$ cat config.mk
export PLATFORM = sky130hd
export DESIGN_NAME = updn_mod_counter
export DESIGN_NICKNAME = d
export VERILOG_FILES = /design/src/rtl/updn_cnt_pkg.sv /design/src/rtl/updn_op_decode.sv /design/src/rtl/updn_next_value.sv /design/src/rtl/updn_mod_counter.sv
export SDC_FILE = /design/constraint.sdc
export NUM_CORES = 1
export LEC_CHECK = 0
export ABC_AREA = 1
export BUFFER_PORTS_ARGS = -buffer_cell sky130_fd_sc_hd__buf_2
export CORE_MARGIN = 2
export CORE_UTILIZATION = 25
export DETAILED_ROUTE_END_ITERATION = 16
export PLACE_DENSITY = 0.58
export SLEW_MARGIN = 40
export SYNTH_ARGS = -nofsm -noshare
export SYNTH_HDL_FRONTEND = slang
export SYNTH_SLANG_ARGS = --single-unit
export TNS_END_PERCENT = 20
$ cat constraint.sdc
create_clock -name clk -period 2.3 [get_ports clk]
set_input_delay 0.345 -clock clk [delete_from_list [all_inputs] [get_ports clk]]
set_output_delay 0.345 -clock clk [all_outputs]
set_load 0.02 [all_outputs]
$ cat src/rtl/updn_cnt_pkg.sv
package updn_cnt_pkg;

    typedef enum logic [2:0] {
        OP_HOLD = 3'd0,
        OP_ZERO = 3'd1,
        OP_LOAD = 3'd2,
        OP_UP   = 3'd3,
        OP_DOWN = 3'd4
    } cnt_op_e;

endpackage

$ cat src/rtl/updn_op_decode.sv
module updn_op_decode
    import updn_cnt_pkg::*;
(
    input  logic    en,
    input  logic    sclr,
    input  logic    load_sel,
    input  logic    up_sel,
    output cnt_op_e op
);

    // Priority: enable, then synchronous clear, then load, then count.
    always_comb begin
        if (!en)
            op = OP_HOLD;
        else if (sclr)
            op = OP_ZERO;
        else if (load_sel)
            op = OP_LOAD;
        else if (up_sel)
            op = OP_UP;
        else
            op = OP_DOWN;
    end

endmodule

$ cat src/rtl/updn_next_value.sv
module updn_next_value
    import updn_cnt_pkg::*;
#(
    parameter int WIDTH   = 4,
    parameter int MODULUS = 10
) (
    input  cnt_op_e          op,
    input  logic [WIDTH-1:0] cur,
    input  logic [WIDTH-1:0] din,
    output logic [WIDTH-1:0] nxt
);

    localparam logic [WIDTH-1:0] TOP_VAL = WIDTH'(MODULUS - 1);
    localparam bit               FULL    = (MODULUS == (2 ** WIDTH));

    logic [WIDTH-1:0] inc_val;
    logic [WIDTH-1:0] dec_val;

    generate
        if (FULL) begin : g_full_range
            // Every code is legal: natural binary wrap.
            assign inc_val = cur + 1'b1;
            assign dec_val = cur - 1'b1;
        end else begin : g_partial_range
            // Values at or above m-1 wrap to 0 on increment.
            assign inc_val = (cur >= TOP_VAL) ? '0 : cur + 1'b1;
            // 0 and out-of-range values go to m-1 on decrement.
            assign dec_val = ((cur == '0) || (cur > TOP_VAL)) ? TOP_VAL : cur - 1'b1;
        end
    endgenerate

    always_comb begin
        unique case (op)
            OP_HOLD: nxt = cur;
            OP_ZERO: nxt = '0;
            OP_LOAD: nxt = din;
            OP_UP:   nxt = inc_val;
            OP_DOWN: nxt = dec_val;
            default: nxt = cur;
        endcase
    end

endmodule

$ cat src/rtl/updn_mod_counter.sv
module updn_mod_counter
    import updn_cnt_pkg::*;
#(
    parameter int WIDTH   = 4,
    parameter int MODULUS = 10
) (
    input  logic             clk,
    input  logic             arst,
    input  logic             en,
    input  logic             sclr,
    input  logic             load_sel,
    input  logic             up_sel,
    input  logic [WIDTH-1:0] din,
    output logic [WIDTH-1:0] count,
    output logic             term
);

    localparam logic [WIDTH-1:0] TOP_VAL = WIDTH'(MODULUS - 1);

    cnt_op_e          op;
    logic [WIDTH-1:0] cnt_q;
    logic [WIDTH-1:0] cnt_d;

    updn_op_decode u_decode (
        .en       (en),
        .sclr     (sclr),
        .load_sel (load_sel),
        .up_sel   (up_sel),
        .op       (op)
    );

    updn_next_value #(
        .WIDTH   (WIDTH),
        .MODULUS (MODULUS)
    ) u_next (
        .op  (op),
        .cur (cnt_q),
        .din (din),
        .nxt (cnt_d)
    );

    // State register with asynchronous clear.
    always_ff @(posedge clk or posedge arst) begin
        if (arst)
            cnt_q <= '0;
        else
            cnt_q <= cnt_d;
    end

    // Output process: count and terminal-count flag.
    always_comb begin
        count = cnt_q;
        unique case (op)
            OP_UP:   term = (cnt_q == TOP_VAL);
            OP_DOWN: term = (cnt_q == '0);
            default: term = 1'b0;
        endcase
    end

    assert_hold_R3: assert property (@(posedge clk) disable iff (arst)
        !en |=> $stable(count));

    assert_sclr_R4: assert property (@(posedge clk) disable iff (arst)
        (en && sclr) |=> (count == '0));

    assert_load_R5: assert property (@(posedge clk) disable iff (arst)
        (en && !sclr && load_sel) |=> (count == $past(din)));

    assert_term_gate_R7: assert property (@(posedge clk) disable iff (arst)
        term |-> (en && !sclr && !load_sel));

    assert_wrap_up_R8: assert property (@(posedge clk) disable iff (arst)
        (en && !sclr && !load_sel && up_sel && count == TOP_VAL) |=> (count == '0));

    assert_wrap_down_R8: assert property (@(posedge clk) disable iff (arst)
        (en && !sclr && !load_sel && !up_sel && count == '0) |=> (count == TOP_VAL));

    assert_range_R9: assert property (@(posedge clk) disable iff (arst)
        (en && !sclr && !load_sel) |=> (count <= TOP_VAL));

endmodule

==> Yosys cells after proc, flatten, opt, wreduce, memory -nomap -nowiden <==
Index checks and enable logic that the tools add are counted.
W data, S select, Z words.
{ "op_classes": {"addsub": 2, "reduce_logical": 3, "mux": 8, "n_lt_le_gt_ge": 2, "eq_ne": 5} }
{ "op_table": {"columns": ["operator", "n"], "rows": [
  ["$pmux W4 S4", 1],
  ["$mux W3", 4],
  ["$mux W4", 2],
  ["$eq A3 B2 Y1 const B", 2],
  ["$add A4 B1 Y4 const B", 1],
  ["$eq A4 B4 Y1 const B", 1],
  ["$ge A4 B4 Y1 const B", 1],
  ["$gt A4 B4 Y1 const B", 1],
  ["$logic_not A4 Y1", 1],
  ["$reduce_bool A4 Y1", 1],
  ["$sub A4 B1 Y4 const B", 1],
  ["$eq A3 B1 Y1 const B", 1],
  ["$eq A3 B3 Y1 const B", 1],
  ["$pmux W1 S2", 1],
  ["$logic_or A1 B1 Y1", 1]
]} }
{ "totals": {"ff_bits": 4, "wordCells": 21, "in_bits": 10, "output_inout_bits": 5} }

==> Depth between registers and ports, before layout <==
Gate-level depths: netlist of the first run.
{ "depth": {"depth_word": 6, "ltp_mapped": 10, "ltp_nobuf": 10} }

==> By module <==
From an unflattened synthesis of the first run, not the netlist that was laid out.
{ "hier_totals": {"cells_unflattened": 97, "area_unflattened_um2": 561.8} }
{ "modules_own_cells": {"columns": ["mod", "seq_area_each_um2", "area_per_inst_um2", "cells_each", "instances"], "rows": [
  ["updn_next_value", 0.0, 344.1, 63, 1],
  ["updn_mod_counter", 100.1, 178.9, 25, 1],
  ["updn_op_decode", 0.0, 38.8, 9, 1]
]} }

==> Worst setup path before layout of the first run <==
OpenSTA, ideal clock, no wires.
{ "synth_timing": {"path_kind": "reg2out", "from": "register cnt_q[0] (netlist: count[0])", "to": "output port term", "arrival_ps": 1339, "n_path_buf": 0, "required_ps": 1955, "path_stages_with_launch": 5, "path_slack_ps": 616, "cell_sequence": "dfrtp_1 inv_1 ha_1 nand3_2 o22ai_1"} }
{ "synth_via": {"elab_chain_len": 2, "word_cells_on_any_way": 3, "classes_between": "eq/ne: 1; mux: 1; reduce/logical: 1"} }
{ "synth_rtl": {"columns": ["element", "line_no", "source"], "rows": [
  ["start, declared", "updn_mod_counter.sv:21", "logic [WIDTH-1:0] cnt_q;"],
  ["start signal, assigned", "updn_mod_counter.sv:47", "cnt_q <= cnt_d;"],
  ["$eq A4 B4 Y1 or $logic_not A4 Y1 (tied branches)", "updn_mod_counter.sv:54, updn_mod_counter.sv:55", null],
  ["$pmux W1 S2 *", "updn_mod_counter.sv:53", "unique case (op)"],
  ["end, declared", "updn_mod_counter.sv:15", "output logic term"]
]} }
Every way passes the cells marked *; elsewhere a longest branch is shown, timed or not.

==> Worst setup path in the final report of the first run <==
Same ends and word-level chain as after synthesis.

==> impl_metrics.toml, run 1 <==
[pwr]
power.density_nw_per_um2 = 605
fin_total_pwr_mw = 0.335
p_leak_nw = 0.321
max-vdd-ir-drop_mv = 0.194

[die]
boundaryPins = 15
core-area_um2 = 1560
die_h_um = 45.5
die_x_um = 45.5
rows = 14
start_util_pct = 27.6
die_area_um2 = 2070

[yosys]
synth.distinct_cells = 19
ys_ff_latch = 4
avgSynthCellArea_um2 = 6.42
synthCells = 67
yosysWarnings = 0
synth.cell_area_um2 = 430
synth-seq-area-share_pct = 23.3
synth_nets = 80

[clock_tree]
cts_post_setup_buffers_inserted = 0
cts_resized = 0
htreeDepth = 1
path_clk_slew_ns = 0.04
postCtsHoldBufs = 1
clock_path_buffers = 2
cts_root_buf = "clkbuf_4"
cts_made_buffers = 3
worstSkewPairLatency_ns = 0.24
clkSinkCount = 4
cts_tree = "yes"

[worst_setup_path]
critPathKind = "reg2out"
crit_required_ns = 1.96
start_kind = "register"
rrSetupSlack_ns = 0.84
crit_fanout = 7
r2r_end = "count[0]"
r2r-start = "count[0]"
cp-end-kind = "output port"
rr_worst_depth = 8
critPathArrivalTime_ns = 1.51
startpoint = "count[0]"

[sta]
max_slew_margin_pct = 80.3
holdWs_ns = 0.335
fin_worst_skew_ns = 0.00293
finalCriticalPeriod_ns = 1.86
min_period_over_period_pct = 80.8
worstMarginPinSlew_ns = 0.295
final.setup.worst_slack_ns = 0.441
setup_tns_ns = 0
max_clock_freq_ghz = 0.538
setup_viol = 0
hold_viol = 0
rsz0062_at_grt = "no"
finalMaxSlewViolations = 0

[cells_and_area]
final_nets = 100
fin_cells = 101
reg_top3 = "count x4"
largest_register = "count"
syn2layout_area_growth_pct = 28.5
drive_gt1_share_pct = 31.8
n_antenna_cell = 0
largest_reg_flops = 4

[place]
place_congestion = 0.759
port_buffers = 14
place_ws_ns = 0.699
dp_cells = 97
hpwl_um = 835

[routing]
post_drt_wl_per_cell_um = 10.5
drc = 0
finalWirelength_um = 1060
dr.pass1.iters = 4
drtIter0Drc = 9
num_vias = 491
avgViaCountPerCell = 4.86
drt.antenna.violating_nets = 0

[global_route]
grt_pass1_vias = 443
overflow = 0
antenna_found_initial = 0
grt_pass1_wl_um = 1680
grt.total_usage_pct = 11.4
grt_start_max_net_pins = 9

[job]
cap_viol_max_count = 0

[status]
status = "finished, final reports clean"

[worst_hold_path]
hold_class = "in2reg"
min_to = "count[1]"
whs_path_depth = 3
worstHoldStart = "din[1]"
-- layer usage --
layer / part of all wire [%] / up-vias / routed length [um] / GRT usage, %
met1: 43 / 216 / 450 / 12.0
li1: - / 253 / - / -
met2: 49 / 20 / 515 / 20.8
met4: 1.0 / 0 / 11 / 7.06
met3: 7.7 / 2 / 81 / 1.59
met5: 0 / - / 0 / 0
-- worst max-delay path by stage --
stage | slack [ns] | to
3_5_place_dp | 0.70 | term
2_1_floorplan | 0.62 | term
6_report | 0.44 | term
3_3_place_gp | 0.75 | term
4_1_cts | 0.43 | term
5_1_grt | 0.38 | term
-- cells in the final DEF, fill, tap and decap left out --
master and instances:
dfrtp_1 4, clkbuf_4 3, inv_1 8, nand3_2 2, dlygate4sd3_1 1, nand2_4 1, nand3_1 7, nand2_1 21
inv_2 2, nand4_1 3, nor2_4 1, nand2_2 3, a21oi_1 1, ha_1 3, buf_2 14, nor2_2 1
o21ai_0 1, and3_1 1, xor2_1 1, o21ai_1 1, o22ai_1 1, nor2_1 5
-- final cells by class --
| cell class | count | area [um^2] |
|---|---|---|
| multi-input cells | 53 | 293 |
| fillers | 178 | 1010 |
| repair buffers | 15 | 80.1 |
| well taps | 16 | 20.0 |
| clock buffers | 3 | 22.5 |
| flip-flops and latches | 4 | 100 |
| inverters | 10 | 37.5 |
-- logic make-up (layout without fill, tap and decap cells) --
group	after synthesis	in the layout	share of synthesized area [%]
AO/OA/AOI/OAI	4	4	4.94
adder cells (fa/ha/maj)	3	3	8.72
buffers and inverters	10	28	8.72
AND/OR/NAND/NOR	45	45	52.3
flip-flops	4	4	23.3
XOR/XNOR	1	1	2.04
-- report_power, final --
| group | internal [mW] | switching (mW) |
|---|---|---|
| Combinational | 0.0540 | 0.0871 |
| Clock | 0.0585 | 0.0312 |
| Sequential | 0.0814 | 0.0223 |
-- critical path: stages, from the launching register on --
cell     delay, ns
dfrtp_1       0.44
inv_1         0.15
ha_1          0.26
nand3_2       0.11
o22ai_1       0.14
buf_2         0.18
-- stage by stage --
| stage | instance area (um^2) | utilization, % |
|---|---|---|
| final | 553 | 35.5 |
| after global routing | 553 | 35.5 |
| after CTS | 553 | 35.5 |
| after detailed placement | 520 | 33.4 |
| after global placement | 520 | 33.4 |
| after floorplan | 430 | - |
-- synth_stat cells --
library cell	instances	area, um^2
xor2_1	1	8.76
inv_1	8	30.0
inv_2	2	7.51
nand4_1	3	18.8
ha_1	3	37.5
nor2_1	5	18.8
nor2_4	1	11.3
a21oi_1	1	5.00
nand2_2	3	18.8
o22ai_1	1	6.26
nand2_1	21	78.8
o21ai_1	1	5.00
nor2_2	1	6.26
nand3_1	7	35.0
dfrtp_1	4	100
and3_1	1	6.26
nand3_2	2	20.0
nand2_4	1	11.3
o21ai_0	1	5.00
Power figures use the tool's default switching activity.
==> run 2, diff against run 1 <==
- PLACE_DENSITY: 0.58 -> 0.59
- clock period: 2.3 -> 1.56 ns (I/O delays scaled with it)
==> run 2 against run 1 <==
Net effect: cell count is 5.0% higher; setup slack worse by 0.40 ns; core utilization grew 6.0 points; register-to-register slack got worse by 0.73 ns; final area increased by 17%; hold slack worse by 0.089 ns; critical endpoint unchanged; global-route usage is essentially flat; sequential cell count stayed put.
==> impl_metrics.toml, run 2 (synthesis results as in run 1) <==
[status]
status = "finished, final reports clean"

[pwr]
power.density_nw_per_um2 = 900
p_int_mw = 0.341
power_frac_comb_pct = 52.6
netSwitchingPower_mw = 0.241
power_frac_seq_pct = 25.7
p_clk_share_pct = 21.7
fin_total_pwr_mw = 0.582
p_leak_nw = 0.349
max-vdd-ir-drop_mv = 0.268
swShare_pct = 41.5

[worst_setup_path]
cp-end-kind = "output port"
critPathArrivalTime_ns = 1.28
rrSetupSlack_ns = 0.11
crit_required_ns = 1.33
critPathKind = "reg2out"
crit_fanout = 6
start_kind = "register"

[clock_tree]
cts_made_buffers = 3
cts_root_buf = "clkbuf_4"
clock_path_buffers = 2
cts_tree = "yes"
clkSinkCount = 4
htreeDepth = 1
path_clk_slew_ns = 0.04
worstSkewPairLatency_ns = 0.23

[global_route]
grt_pass1_vias = 425
overflow = 0
grt.total_usage_pct = 11.4
antenna_found_initial = 0
grt_start_max_net_pins = 8
grt_pass1_wl_um = 1710

[cells_and_area]
drive_gt1_share_pct = 42.2
syn2layout_area_growth_pct = 50.3
fin_cells = 106
reg_top3 = "count x4"
largest_reg_flops = 4
fillers = 156
final_cell_area_um2 = 647
largest_register = "count"
mostFrequentLayoutCells = "nand2_1 (21), buf_2 (13), nand3_1 (7)"
final_common_cell = "nand2_1"
final_nets = 105
n_antenna_cell = 0

[die]
die_h_um = 45.5
start_util_pct = 27.6
boundaryPins = 15
core-area_um2 = 1560
rows = 14
die_x_um = 45.5
die_area_um2 = 2070

[place]
place_congestion = 0.728
port_buffers = 14
hpwl_um = 820
dp_cells = 100
place_ws_ns = 0.133
dpl_cell_area_um2 = 549

[routing]
num_vias = 507
dr.pass1.iters = 4
drc = 0
post_drt_wl_per_cell_um = 11.2
drt.antenna.violating_nets = 0
avgViaCountPerCell = 4.78
finalWirelength_um = 1190
drtIter0Drc = 14

[worst_hold_path]
hold_class = "in2reg"

[sta]
max_slew_margin_pct = 83.4
finalMaxSlewViolations = 0
worstMarginPinSlew_ns = 0.249
finalCriticalPeriod_ns = 1.52
setup_viol = 0
setup_tns_ns = 0
min_period_over_period_pct = 97.3
hold_viol = 0
max_clock_freq_ghz = 0.659
final.setup.worst_slack_ns = 0.0424
fin_worst_skew_ns = 0.00323

[job]
cap_viol_max_count = 0
[run 2: cell types whose count changed in the layout (fill, tap and decap cells not counted), sizes merged]
| cell | before | now |
|---|---|---|
| buf | 14 | 19 |
[run 2: metal layers]
metal  vias to the layer above  share of wire (%)  global-route usage, %
met5                         -                  0                      0
met3                         0                7.7                   2.78
met1                       224                 42                   15.2
li1                        262                  -                      -
met4                         0                  0                   5.29
met2                        21                 50                   17.2
[run 2: power by group through the flow]
stage / logic (mW) / clock network [mW] / registers [mW]
after CTS: 0.260 / 0.129 / 0.142
after global routing: 0.336 / 0.142 / 0.153
final: 0.306 / 0.126 / 0.150
after detailed placement: 0.241 / 0 / 0.142
after global placement: 0.243 / 0 / 0.142
after floorplan: 0.139 / 0 / 0.168
[run 2: worst max-delay path, stage by stage (launching register included)]
cell     delay (ns)
dfrtp_2        0.46
inv_4          0.10
ha_4           0.15
nand3_4        0.08
o22ai_2        0.13
buf_6          0.14
[run 2: final cells by class]
| class | count | area (um^2) | share of cell area [%] |
|---|---|---|---|
| clock buffer | 3 | 22.5 | 3.48 |
| inverter | 10 | 40.0 | 6.19 |
| multi-input combinational | 53 | 339 | 52.4 |
| sequential | 4 | 101 | 15.7 |
| tap | 16 | 20.0 | 3.09 |
| timing repair buffer | 20 | 124 | 19.1 |
[run 2: path summary, 6_finish.rpt]
kind | startpoint | end | cells past startpoint
setup / recovery | count[0] | term | 5
hold / removal | din[1] | count[1] | 3
hold reg to reg | count[0] | count[0] | 2
setup reg to reg | count[0] | count[0] | 8
min in group asynchronous | arst | count[3] | 3
max in group asynchronous | arst | count[0] | 3
[run 2: timing repair]
| action | CTS | global route |
|---|---|---|
| endpoints found under the setup margin | 1 | 1 |
| hold buffers | 1 | 0 |
| gates resized for setup | 5 | 7 |
| cloned | 0 | 0 |
| pin swaps | 0 | 2 |
| buffers inserted | 0 | 2 |
| hold endpoints to repair | 4 | 0 |
[run 2: through the flow]
step                      util [%]  hold slack (ns)
after CTS                     38.3            0.244
final                         41.5            0.246
after detailed placement      35.2            0.122
after floorplan                  -        0.0000822
after global routing          41.5            0.248
after global placement        35.2            0.122
